File: config.mk
export PLATFORM = sky130hd
export DESIGN_NAME = evt_stamp_rec
export DESIGN_NICKNAME = d
export VERILOG_FILES = /design/src/rtl/evt_stamp_pkg.sv /design/src/rtl/evt_trig_detect.sv /design/src/rtl/evt_stamp_bank.sv /design/src/rtl/evt_stamp_rec.sv
export SDC_FILE = /design/constraint.sdc
export NUM_CORES = 1
export LEC_CHECK = 0
export ABC_AREA = 0
export BUFFER_PORTS_ARGS = -buffer_cell sky130_fd_sc_hd__buf_2
export CAP_MARGIN = 20
export CORE_MARGIN = 4
export CORE_UTILIZATION = 55
export DETAILED_ROUTE_END_ITERATION = 7
export PLACE_DENSITY = 0.81
export SYNTH_ARGS = -nofsm -noshare
export SYNTH_HDL_FRONTEND = slang
export SYNTH_SLANG_ARGS = --single-unit
File: constraint.sdc
create_clock -name clk -period 2.35 [get_ports clk]
set_input_delay 0.705 -clock clk [delete_from_list [all_inputs] [get_ports clk]]
set_output_delay 0.705 -clock clk [all_outputs]
set_load 0.02 [all_outputs]
File: src/rtl/evt_stamp_pkg.sv
package evt_stamp_pkg;
  localparam int N_TFLD   = 7;
  localparam int FLG_W    = 4;
  localparam int FLG_DIN  = 0;
  localparam int FLG_MAIN = 1;
  localparam int FLG_BATT = 2;
  localparam int FLG_VLOW = 3;
  localparam int EN_DIN   = 0;
  localparam int EN_SUP   = 1;
  localparam int EN_VLOW  = 2;
  localparam int EN_W     = 3;
endpackage

File: src/rtl/evt_trig_detect.sv
module evt_trig_detect
  import evt_stamp_pkg::*;
(
  input  logic             clk,
  input  logic             rst,
  input  logic             din,
  input  logic             din_rise,
  input  logic             ev_main,
  input  logic             ev_batt,
  input  logic             ev_vlow,
  input  logic             func_en,
  input  logic [EN_W-1:0]  rec_en,
  output logic [FLG_W-1:0] flg
);
  logic din_q;
  logic primed;
  logic din_ev;

  always_ff @(posedge clk) begin
    if (rst) begin
      din_q  <= 1'b0;
      primed <= 1'b0;
    end else begin
      din_q  <= din;
      primed <= 1'b1;
    end
  end

  always_comb begin
    if (din_rise) din_ev = primed & din & ~din_q;
    else          din_ev = primed & ~din & din_q;
    flg           = '0;
    flg[FLG_DIN]  = func_en & rec_en[EN_DIN]  & din_ev;
    flg[FLG_MAIN] = func_en & rec_en[EN_SUP]  & ev_main;
    flg[FLG_BATT] = func_en & rec_en[EN_SUP]  & ev_batt;
    flg[FLG_VLOW] = func_en & rec_en[EN_VLOW] & ev_vlow;
  end

  AST_DIN_NEEDS_CHANGE: assert property (@(posedge clk) disable iff (rst)
    flg[FLG_DIN] |-> (din != din_q));
endmodule

File: src/rtl/evt_stamp_bank.sv
module evt_stamp_bank #(
  parameter int NBANK  = 4,
  parameter int FLD_W  = 8,
  parameter int FLG_W  = 4,
  parameter int N_TFLD = 7,
  localparam int TIME_W = N_TFLD * FLD_W,
  localparam int ENT_W  = TIME_W + FLD_W,
  localparam int SEL_W  = (NBANK > 1) ? $clog2(NBANK) : 1
) (
  input  logic              clk,
  input  logic              rst,
  input  logic              clr,
  input  logic              ovw,
  input  logic [FLG_W-1:0]  cap_flg,
  input  logic [TIME_W-1:0] cap_time,
  input  logic [SEL_W-1:0]  rd_sel,
  output logic [ENT_W-1:0]  rd_q
);
  logic [NBANK-1:0][ENT_W-1:0] ent;
  logic [NBANK-1:0]            valid;
  logic                        full;
  logic                        wr_en;
  logic [ENT_W-1:0]            new_ent;

  assign new_ent = {{(FLD_W-FLG_W){1'b0}}, cap_flg, cap_time};
  assign full    = valid[NBANK-1];
  assign wr_en   = (|cap_flg) && (ovw || !full);

  for (genvar i = 0; i < NBANK; i++) begin : g_slot
    assign valid[i] = |ent[i][ENT_W-1 -: FLD_W];
    always_ff @(posedge clk) begin
      if (rst || clr) begin
        ent[i] <= '0;
      end else if (wr_en) begin
        if (i == 0) ent[i] <= new_ent;
        else        ent[i] <= ent[(i == 0) ? 0 : i-1];
      end
    end
  end

  always_ff @(posedge clk) begin
    if (rst) rd_q <= '0;
    else     rd_q <= ent[rd_sel];
  end

  AST_NEW_AT_HEAD: assert property (@(posedge clk) disable iff (rst)
    (wr_en && !clr) |=> valid[0]);
  AST_SHIFT_DOWN: assert property (@(posedge clk) disable iff (rst)
    (wr_en && !clr) |=> (ent[1] == $past(ent[0])));
  AST_FREEZE_HOLD: assert property (@(posedge clk) disable iff (rst)
    (!ovw && full && !clr) |=> $stable(ent));
  AST_CLEAR_ALL: assert property (@(posedge clk) disable iff (rst)
    clr |=> (valid == '0));
endmodule

File: src/rtl/evt_stamp_rec.sv
module evt_stamp_rec
  import evt_stamp_pkg::*;
#(
  parameter int NBANK = 4,
  parameter int FLD_W = 8,
  localparam int ENT_W = (N_TFLD + 1) * FLD_W,
  localparam int SEL_W = (NBANK > 1) ? $clog2(NBANK) : 1
) (
  input  logic             clk,
  input  logic             rst,
  input  logic [FLD_W-1:0] tm_frac,
  input  logic [FLD_W-1:0] tm_sec,
  input  logic [FLD_W-1:0] tm_min,
  input  logic [FLD_W-1:0] tm_hour,
  input  logic [FLD_W-1:0] tm_date,
  input  logic [FLD_W-1:0] tm_month,
  input  logic [FLD_W-1:0] tm_year,
  input  logic             din,
  input  logic             din_rise,
  input  logic             ev_main,
  input  logic             ev_batt,
  input  logic             ev_vlow,
  input  logic             func_en,
  input  logic [EN_W-1:0]  rec_en,
  input  logic             ovw_mode,
  input  logic             bank_clr,
  input  logic [SEL_W-1:0] rd_bank,
  output logic [ENT_W-1:0] rd_stamp
);
  logic [FLG_W-1:0]         flg;
  logic [N_TFLD*FLD_W-1:0]  now_time;

  assign now_time = {tm_year, tm_month, tm_date, tm_hour, tm_min, tm_sec, tm_frac};

  evt_trig_detect u_trig (
    .clk      (clk),
    .rst      (rst),
    .din      (din),
    .din_rise (din_rise),
    .ev_main  (ev_main),
    .ev_batt  (ev_batt),
    .ev_vlow  (ev_vlow),
    .func_en  (func_en),
    .rec_en   (rec_en),
    .flg      (flg)
  );

  evt_stamp_bank #(
    .NBANK  (NBANK),
    .FLD_W  (FLD_W),
    .FLG_W  (FLG_W),
    .N_TFLD (N_TFLD)
  ) u_bank (
    .clk      (clk),
    .rst      (rst),
    .clr      (bank_clr),
    .ovw      (ovw_mode),
    .cap_flg  (flg),
    .cap_time (now_time),
    .rd_sel   (rd_bank),
    .rd_q     (rd_stamp)
  );

  AST_OFF_NO_FLAGS: assert property (@(posedge clk) disable iff (rst)
    (!func_en && !bank_clr) |=> $stable(u_bank.ent));
endmodule

Yosys cells after proc, flatten, opt, wreduce, memory -nomap -nowiden

Index checks and enable logic that the tools add are counted.

Bits in registers: 306
Bits of input ports: 71
Output and inout bits: 64

Magnitude comparators: 1
Muxes and demuxes: 4
Bitwise logic cells: 13
Reductions and logical operators: 6

Operator list:

| kind                                                       | count |
|---|---|
| binary-select mux 64 bit (select 2 bit)                    | 1 |
| 2-to-1 mux 64 bit                                          | 1 |
| bitwise AND 1 bit                                          | 11 |
| OR reduction 4 bit                                         | 2 |
| less-than comparator 2 x 3 -> 1 bit, second input constant | 1 |
| logical OR 1 bit                                           | 2 |
| 2-to-1 mux 1 bit                                           | 2 |
| inverter 1 bit                                             | 2 |
| logical AND 1 bit                                          | 1 |
| zero test 1 bit                                            | 1 |

Depth between registers and ports, before layout

Gate-level depths: netlist (run 1).

Word-level depth: 7
Depth in mapped cells: 8

Cells and area by module

Synthesis (run 1) repeated with hierarchy kept, for this count alone.

Cells, all modules: 1063
Area total of the unflattened synthesis: 11917.7 um^2

By module, submodules not included:

| module          | instances | cells an instance | area an instance (um^2) |
|---|---|---|---|
| evt_stamp_bank  | 1         | 1052              | 11822.6 |
| evt_trig_detect | 1         | 11                | 95.1 |

Worst setup path before layout (run 1)

OpenSTA, ideal clock, no wires.

Kind: input port to flip-flop
Start point: in ev_vlow
End point: reg u_bank.ent[112] (netlist bit)
Setup time: 95 ps
Arrival: 2008 ps
Required time: 2255 ps
Slack: 247 ps
Stages on the path: 8
Buffers on the path: 4
Path through: and3_1 -> buf_2 -> or2_1 -> buf_2 -> buf_6 -> buf_6 -> o32a_1 -> o311ai_1

Word-level cells in the longest chain between the ends: 3

RTL lines:

| what                          | RTL line              | source |
|---|---|---|
| start, declared               | evt_stamp_rec.sv:22   | `input logic ev_vlow,` |
| bitwise AND 1 bit             | evt_trig_detect.sv:36 | `flg[FLG_VLOW] = func_en & rec_en[EN_VLOW] & ev_vlow;` |
| OR reduction 4 bit            | evt_stamp_bank.sv:27  | `assign wr_en = (\|cap_flg) && (ovw \|\| !full);` |
| logical AND 1 bit             | evt_stamp_bank.sv:27  |  |
| end signal, assigned by index | evt_stamp_bank.sv:35  | `if (i == 0) ent[i] <= new_ent;` |
| end signal, assigned by index | evt_stamp_bank.sv:36  | `else ent[i] <= ent[(i == 0) ? 0 : i-1];` |
| end, declared                 | evt_stamp_bank.sv:19  | `logic [NBANK-1:0][ENT_W-1:0] ent;` |

Every way passes these cells.
A chain may end at the register's enable or synchronous reset.

Final worst setup path (run 1)

Start point: reg u_bank.ent[248] (netlist bit)
End point: reg u_bank.ent[6] (netlist bit)

Word-level cells in the longest chain between the ends: 4

RTL lines:

| what               | RTL line             | source |
|---|---|---|
| OR reduction 4 bit | evt_stamp_bank.sv:30 | `assign valid[i] = \|ent[i][ENT_W-1 -: FLD_W];` |
| zero test 1 bit    | evt_stamp_bank.sv:27 |  |
| logical OR 1 bit   | evt_stamp_bank.sv:27 |  |
| logical AND 1 bit  | evt_stamp_bank.sv:27 |  |

Every way passes these cells.

==> reports/metrics.cfg, run 1 <==
[final_layout]
drive_above_1_share_pct = 19.91
nFillCells = 2243
fin_nets = 1803
fin_util_pct = 65.52
final_cell_mix = dfxtp_1, nand2_1, nand3_1, o32a_1, o311ai_1
layout_commonest_cell = dfxtp_1
syn2layout_area_growth_pct = 16.39
diodes = 0
final_area_um2 = 18400

[min_path]
hold_depth = 2
holdPathEnd = u_trig.din_q
min-delay-start = din
hp-class = in -> reg

[timing]
max_freq_mhz = 507.2
hold_viol = 0
fin_crit_sh_pct = 83.89
tightest_slew_ps = 510.4
setup_tns_ps = 0
whs_ps = 481.2
skew_ps = 19.12
rsz0062_at_grt = no
finalSetupViolCount = 0
relSlewSlack_pct = 65.97
setup_slack_ps = 378.5
report.final.slew_viol_count = 0
period_minus_slack_ps = 1972

[floorplanning]
start_util_pct = 56.29
die-area_um2 = 31520
io_pins = 135
die_h_um = 177.5
core_um2 = 28090
placement_rows = 61
die_x_um = 177.5

[grt]
grt_usage_pct = 25.97
first_global_vias = 13580
grt_antenna_before_repair = 0
grt_max_degree = 75
grt_overflow_total = 0
grt_first_pass_wirelength_um = 69720

[critical_path]
cp_max_fo = 30
r2r_start = u_bank.ent[248]
cp_num_buf_inv = 1
slowest_delay_ps = 610
worstSetupPathType = reg -> reg
cp_data_arrival_time_ps = 2380
r2r_slack_ps = 380
crit_path_end_kind = register
reg2reg_depth = 5
crit_chain = or4_1 > nand2_4 > buf_4 > nand3_1 > o221ai_1
critical_path.top_delay_family = simple AND/OR/NAND/NOR gates
cp-start-kind = register
worstPathRequired_ps = 2760
rr_endpoint = u_bank.ent[6]
slowest_stage = or4_1

[clock_tree]
clk_pin_slew_worst_paths_ps = 60
cts_sinks = 302
root_buffer = clkbuf_16
cts.path.max_buffers = 3
cts_tree = built
numCtsBuffers = 35
postCtsSetupBuffers = 0
clk_latency_ps = 510
cts_hold_buffers = 0
cts_resized = 0
htreeDepth = 2

[placed_design]
place_ws_ps = -97.94
gp_congestion = 0.8261
portBuffers = 130
dpl.hpwl_um = 26480
placed_cell_area_um2 = 17310

[drt]
ant_nets = 0
drt_pre_antenna_iters = 6
drtIter0Drc = 1662
viasPerCell = 6.973
wl_per_cell_um = 20.04
drcViolationCount = 0
wirelength_um = 42700
num_vias = 14860

[logic_synthesis]
seq_area_frac_synth_pct = 38.24
synth_edf_count = 0
ys_warn_count = 0
postSynthAreaPerCell_um2 = 9.289
yosysTopAreaCellShare_pct = 38.24
synthTopCellsByArea = dfxtp_1, o32a_1, mux4_2, o311ai_1, nand3_1
synth.cell_area_um2 = 15810
async_flop_share_pct = 0
synthCells = 1702
synth_cell_type_count = 44
ys_dominant_reg_cell = dfxtp_1
ys_ff_latch = 302
synth_top_cell_by_area = dfxtp_1

[job]
timing.max_cap.violations = 0

[run_status]
outcome = completed

[power]
leakage_nw = 6.025
vdd_drop_max_v = 0.0006216
p_per_area_nw_per_um2 = 620.1

==> layer usage <==
layer / part of all wire, % / GRT usage [%] / vias to the layer above / wire [um]
met1: 44 / 35.96 / 7305 / 18790
li1: - / - / 6892 / -
met3: 6.3 / 3.771 / 91 / 2688
met4: 2.6 / 7.799 / 0 / 1109
met2: 47 / 42.36 / 572 / 20110
met5: 0 / 0 / - / 0
==> sequential cells by signal, indices dropped and copies added (netlist names) <==
| register | count |
|---|---|
| u_bank.ent | 240 |
| u_bank.rd_q | 60 |
| u_trig.din_q | 1 |
| u_trig.primed | 1 |
==> report_power, final <==
| part | total [W] | switching [W] | internal, W |
|---|---|---|---|
| sequential | 0.00519 | 0.0000256 | 0.00517 |
| combinational | 0.00102 | 0.000629 | 0.000390 |
| clock | 0.00520 | 0.00212 | 0.00308 |
| total | 0.0114 | 0.00277 | 0.00864 |
==> synthesized netlist by cell type (4+ instances only) <==
master / number
nor2_1: 5
nand2_1: 296
buf_2: 69
nor3_1: 5
mux4_2: 60
or3_1: 6
dfxtp_1: 302
clkbuf_1: 130
nand3_1: 230
o311ai_1: 147
and2_1: 62
buf_6: 13
buf_1: 20
o211ai_1: 6
o221ai_1: 58
o32a_1: 230
o311ai_0: 23
buf_4: 4
==> stage by stage <==
step	power (W)	std cells
6_report	0.01141	2131
5_1_grt	0.01176	2131
4_1_cts	0.01147	2131
3_5_place_dp	0.006308	2073
3_3_place_gp	0.006293	2073
2_1_floorplan	0.005927	1705
==> worst max path at each step <==
stage                     from               to  slack, ps  cells after the start
2_1_floorplan          ev_vlow  u_bank.ent[112]        250                      8
3_3_place_gp           ev_main  u_bank.ent[200]         20                      6
3_5_place_dp               din  u_bank.ent[220]       -100                      7
4_1_cts           u_trig.din_q  u_bank.ent[244]        370                      6
5_1_grt           u_trig.din_q  u_bank.ent[244]        250                      6
6_report       u_bank.ent[248]    u_bank.ent[6]        380                      5
==> cells by family after synthesis <==
kind of cell           count (synthesis)  synth area share (%)
AOI/OAI and AO/OA                    481                 28.28
buffers and inverters                240                 6.972
DFF                                  302                 38.24
muxes                                 60                 8.547
other                                  1               0.02372
and+or+nand+nor                      618                 17.93
==> area by class of cell <==
cell class | count | area (um^2) | share of cell area [%]
tap | 378 | 473.0 | 2.570
clock buffer | 52 | 1052 | 5.718
sequential | 302 | 6046 | 32.86
clock inverter | 6 | 35.03 | 0.1904
timing repair buffer | 228 | 2054 | 11.16
multi-input combinational | 1163 | 8733 | 47.46
inverter | 2 | 7.507 | 0.04080
No activity file was read; power rests on OpenSTA's default activity.
==> run 2, diff against run 1 <==
- clock period: 2.35 -> 2 ns (I/O delays scaled with it)
==> run 2 against run 1 <==
Against the previous run: final cell count increased by 2.8%; core utilization up 1.9 points; first-iteration DRC count increased by 8.2%; design area increased by 2.9%; sequential power rose by 18%; die area stayed put; global-route usage grew 0.50 points; combinational power up 21%; worst setup slack lost 300 ps; critical path type unchanged; critical endpoint is now u_bank.ent[36].
==> reports/metrics.cfg, run 2 (synthesis results as in run 1) <==
[grt]
grt_max_degree = 66
grt_antenna_before_repair = 1
first_global_vias = 13880
grt_first_pass_wirelength_um = 70930
grt_usage_pct = 26.47
grt_overflow_total = 0

[placed_design]
gp_congestion = 0.8477
dp_cells = 2128
place_ws_ps = -185.6
portBuffers = 130
dpl.hpwl_um = 26730

[critical_path]
r2r_start = u_bank.ent[251]
worstSetupPathType = reg -> reg
critPathLaunch = u_bank.ent[251]
crit_path_end_kind = register
cp_max_fo = 42
r2r_slack_ps = 80
cp-start-kind = register
worstPathRequired_ps = 2400
cp_data_arrival_time_ps = 2330

[final_layout]
reg.largest.list = u_bank.ent (240), u_bank.rd_q (60)
largest-register = u_bank.ent
syn2layout_area_growth_pct = 19.82
stdcell_count = 2191
final_cell_mix = dfxtp_1, nand2_1, nand3_1, o32a_1, o311ai_1
drive_above_1_share_pct = 22.35
fin_nets = 1858
layout_commonest_cell = dfxtp_1
largest_reg_flops = 240
fin_util_pct = 67.44
nFillCells = 2127

[timing]
report.final.slew_viol_count = 0
finalSetupViolCount = 0
setup_tns_ps = 0
skew_ps = 16.16
period_minus_slack_ps = 1922
hold_viol = 0
setup_slack_ps = 77.81
rsz0062_at_grt = no
fin_crit_sh_pct = 96.11
max_freq_mhz = 520.2

[drt]
ant_nets = 0
drt_pre_antenna_iters = 6
drtIter0Drc = 1799
num_vias = 15170
wl_per_cell_um = 19.83
viasPerCell = 6.921
drcViolationCount = 0
wirelength_um = 43460

[power]
power_frac_comb_pct = 8.9
switching_power_w = 0.003278
p_int_w = 0.01046
leakage_nw = 6.315
vdd_drop_max_v = 0.0006334
switching_share_pct = 23.87
seqPwrFrac_pct = 44.4
power.share.clock_pct = 46.6
p_per_area_nw_per_um2 = 725.0

[job]
timing.max_cap.violations = 0

[min_path]
min-delay-start = din
hp-class = in -> reg

[clock_tree]
root_buffer = clkbuf_16
cts_resized = 0
numCtsBuffers = 35
clk_pin_slew_worst_paths_ps = 60
htreeDepth = 2
postCtsSetupBuffers = 0
cts_sinks = 302
cts_tree = built
cts_hold_buffers = 0
cts.path.max_buffers = 3
clk_latency_ps = 510

[floorplanning]
core_um2 = 28090
die_h_um = 177.5
die-area_um2 = 31520
io_pins = 135
start_util_pct = 56.29
die_x_um = 177.5
placement_rows = 61

[run_status]
outcome = completed

-- run 2: worst max-delay path: stages, from the launching register on --
cell      delay (ps)
dfxtp_1          360
or4_1            620
nand2_4          210
buf_12           250
nand3_1          140
o221ai_1         230
-- run 2: power groups by stage --
| stage | sequential, W | combinational [W] | clock [W] |
|---|---|---|---|
| 4_1_cts | 0.00610 | 0.00121 | 0.00646 |
| 3_3_place_gp | 0.00623 | 0.00119 | 0 |
| 3_5_place_dp | 0.00623 | 0.00120 | 0 |
| 6_report | 0.00610 | 0.00123 | 0.00640 |
| 5_1_grt | 0.00610 | 0.00131 | 0.00673 |
| 2_1_floorplan | 0.00623 | 0.000730 | 0 |
-- run 2: layer usage --
layer | global-route usage [%] | routed length [um]
met4 | 8.282 | 1031
met2 | 42.66 | 20760
met3 | 3.323 | 2954
met1 | 37.32 | 18710
met5 | 0 | 0
-- run 2: final cells by class --
cell class                 count  area [um^2]  area share [%]
clock buffer                  55         1064           5.614
antenna                        1        2.502         0.01321
tap                          378        473.0           2.497
sequential                   302         6046           31.92
timing repair buffer         283         2530           13.36
inverter                       2        7.507         0.03963
clock inverter                 7        87.58          0.4624
multi-input combinational   1163         8733           46.10
-- run 2: metrics by stage --
stage | hold WS, ps | instance area, um^2 | power, W
4_1_cts | 336.7 | 18940 | 0.01377
6_report | 348.8 | 18940 | 0.01373
2_1_floorplan | 470.9 | 15820 | 0.006965
3_3_place_gp | 479.9 | 17790 | 0.007416
3_5_place_dp | 491.8 | 17790 | 0.007436
5_1_grt | 336.8 | 18940 | 0.01414
-- run 2: worst paths after layout --
path,end,cells after the start
worst max-delay path,u_bank.ent[36],5
worst min-delay path,u_trig.din_q,2
worst max register to register,u_bank.ent[36],5
worst min register to register,u_bank.ent[100],2
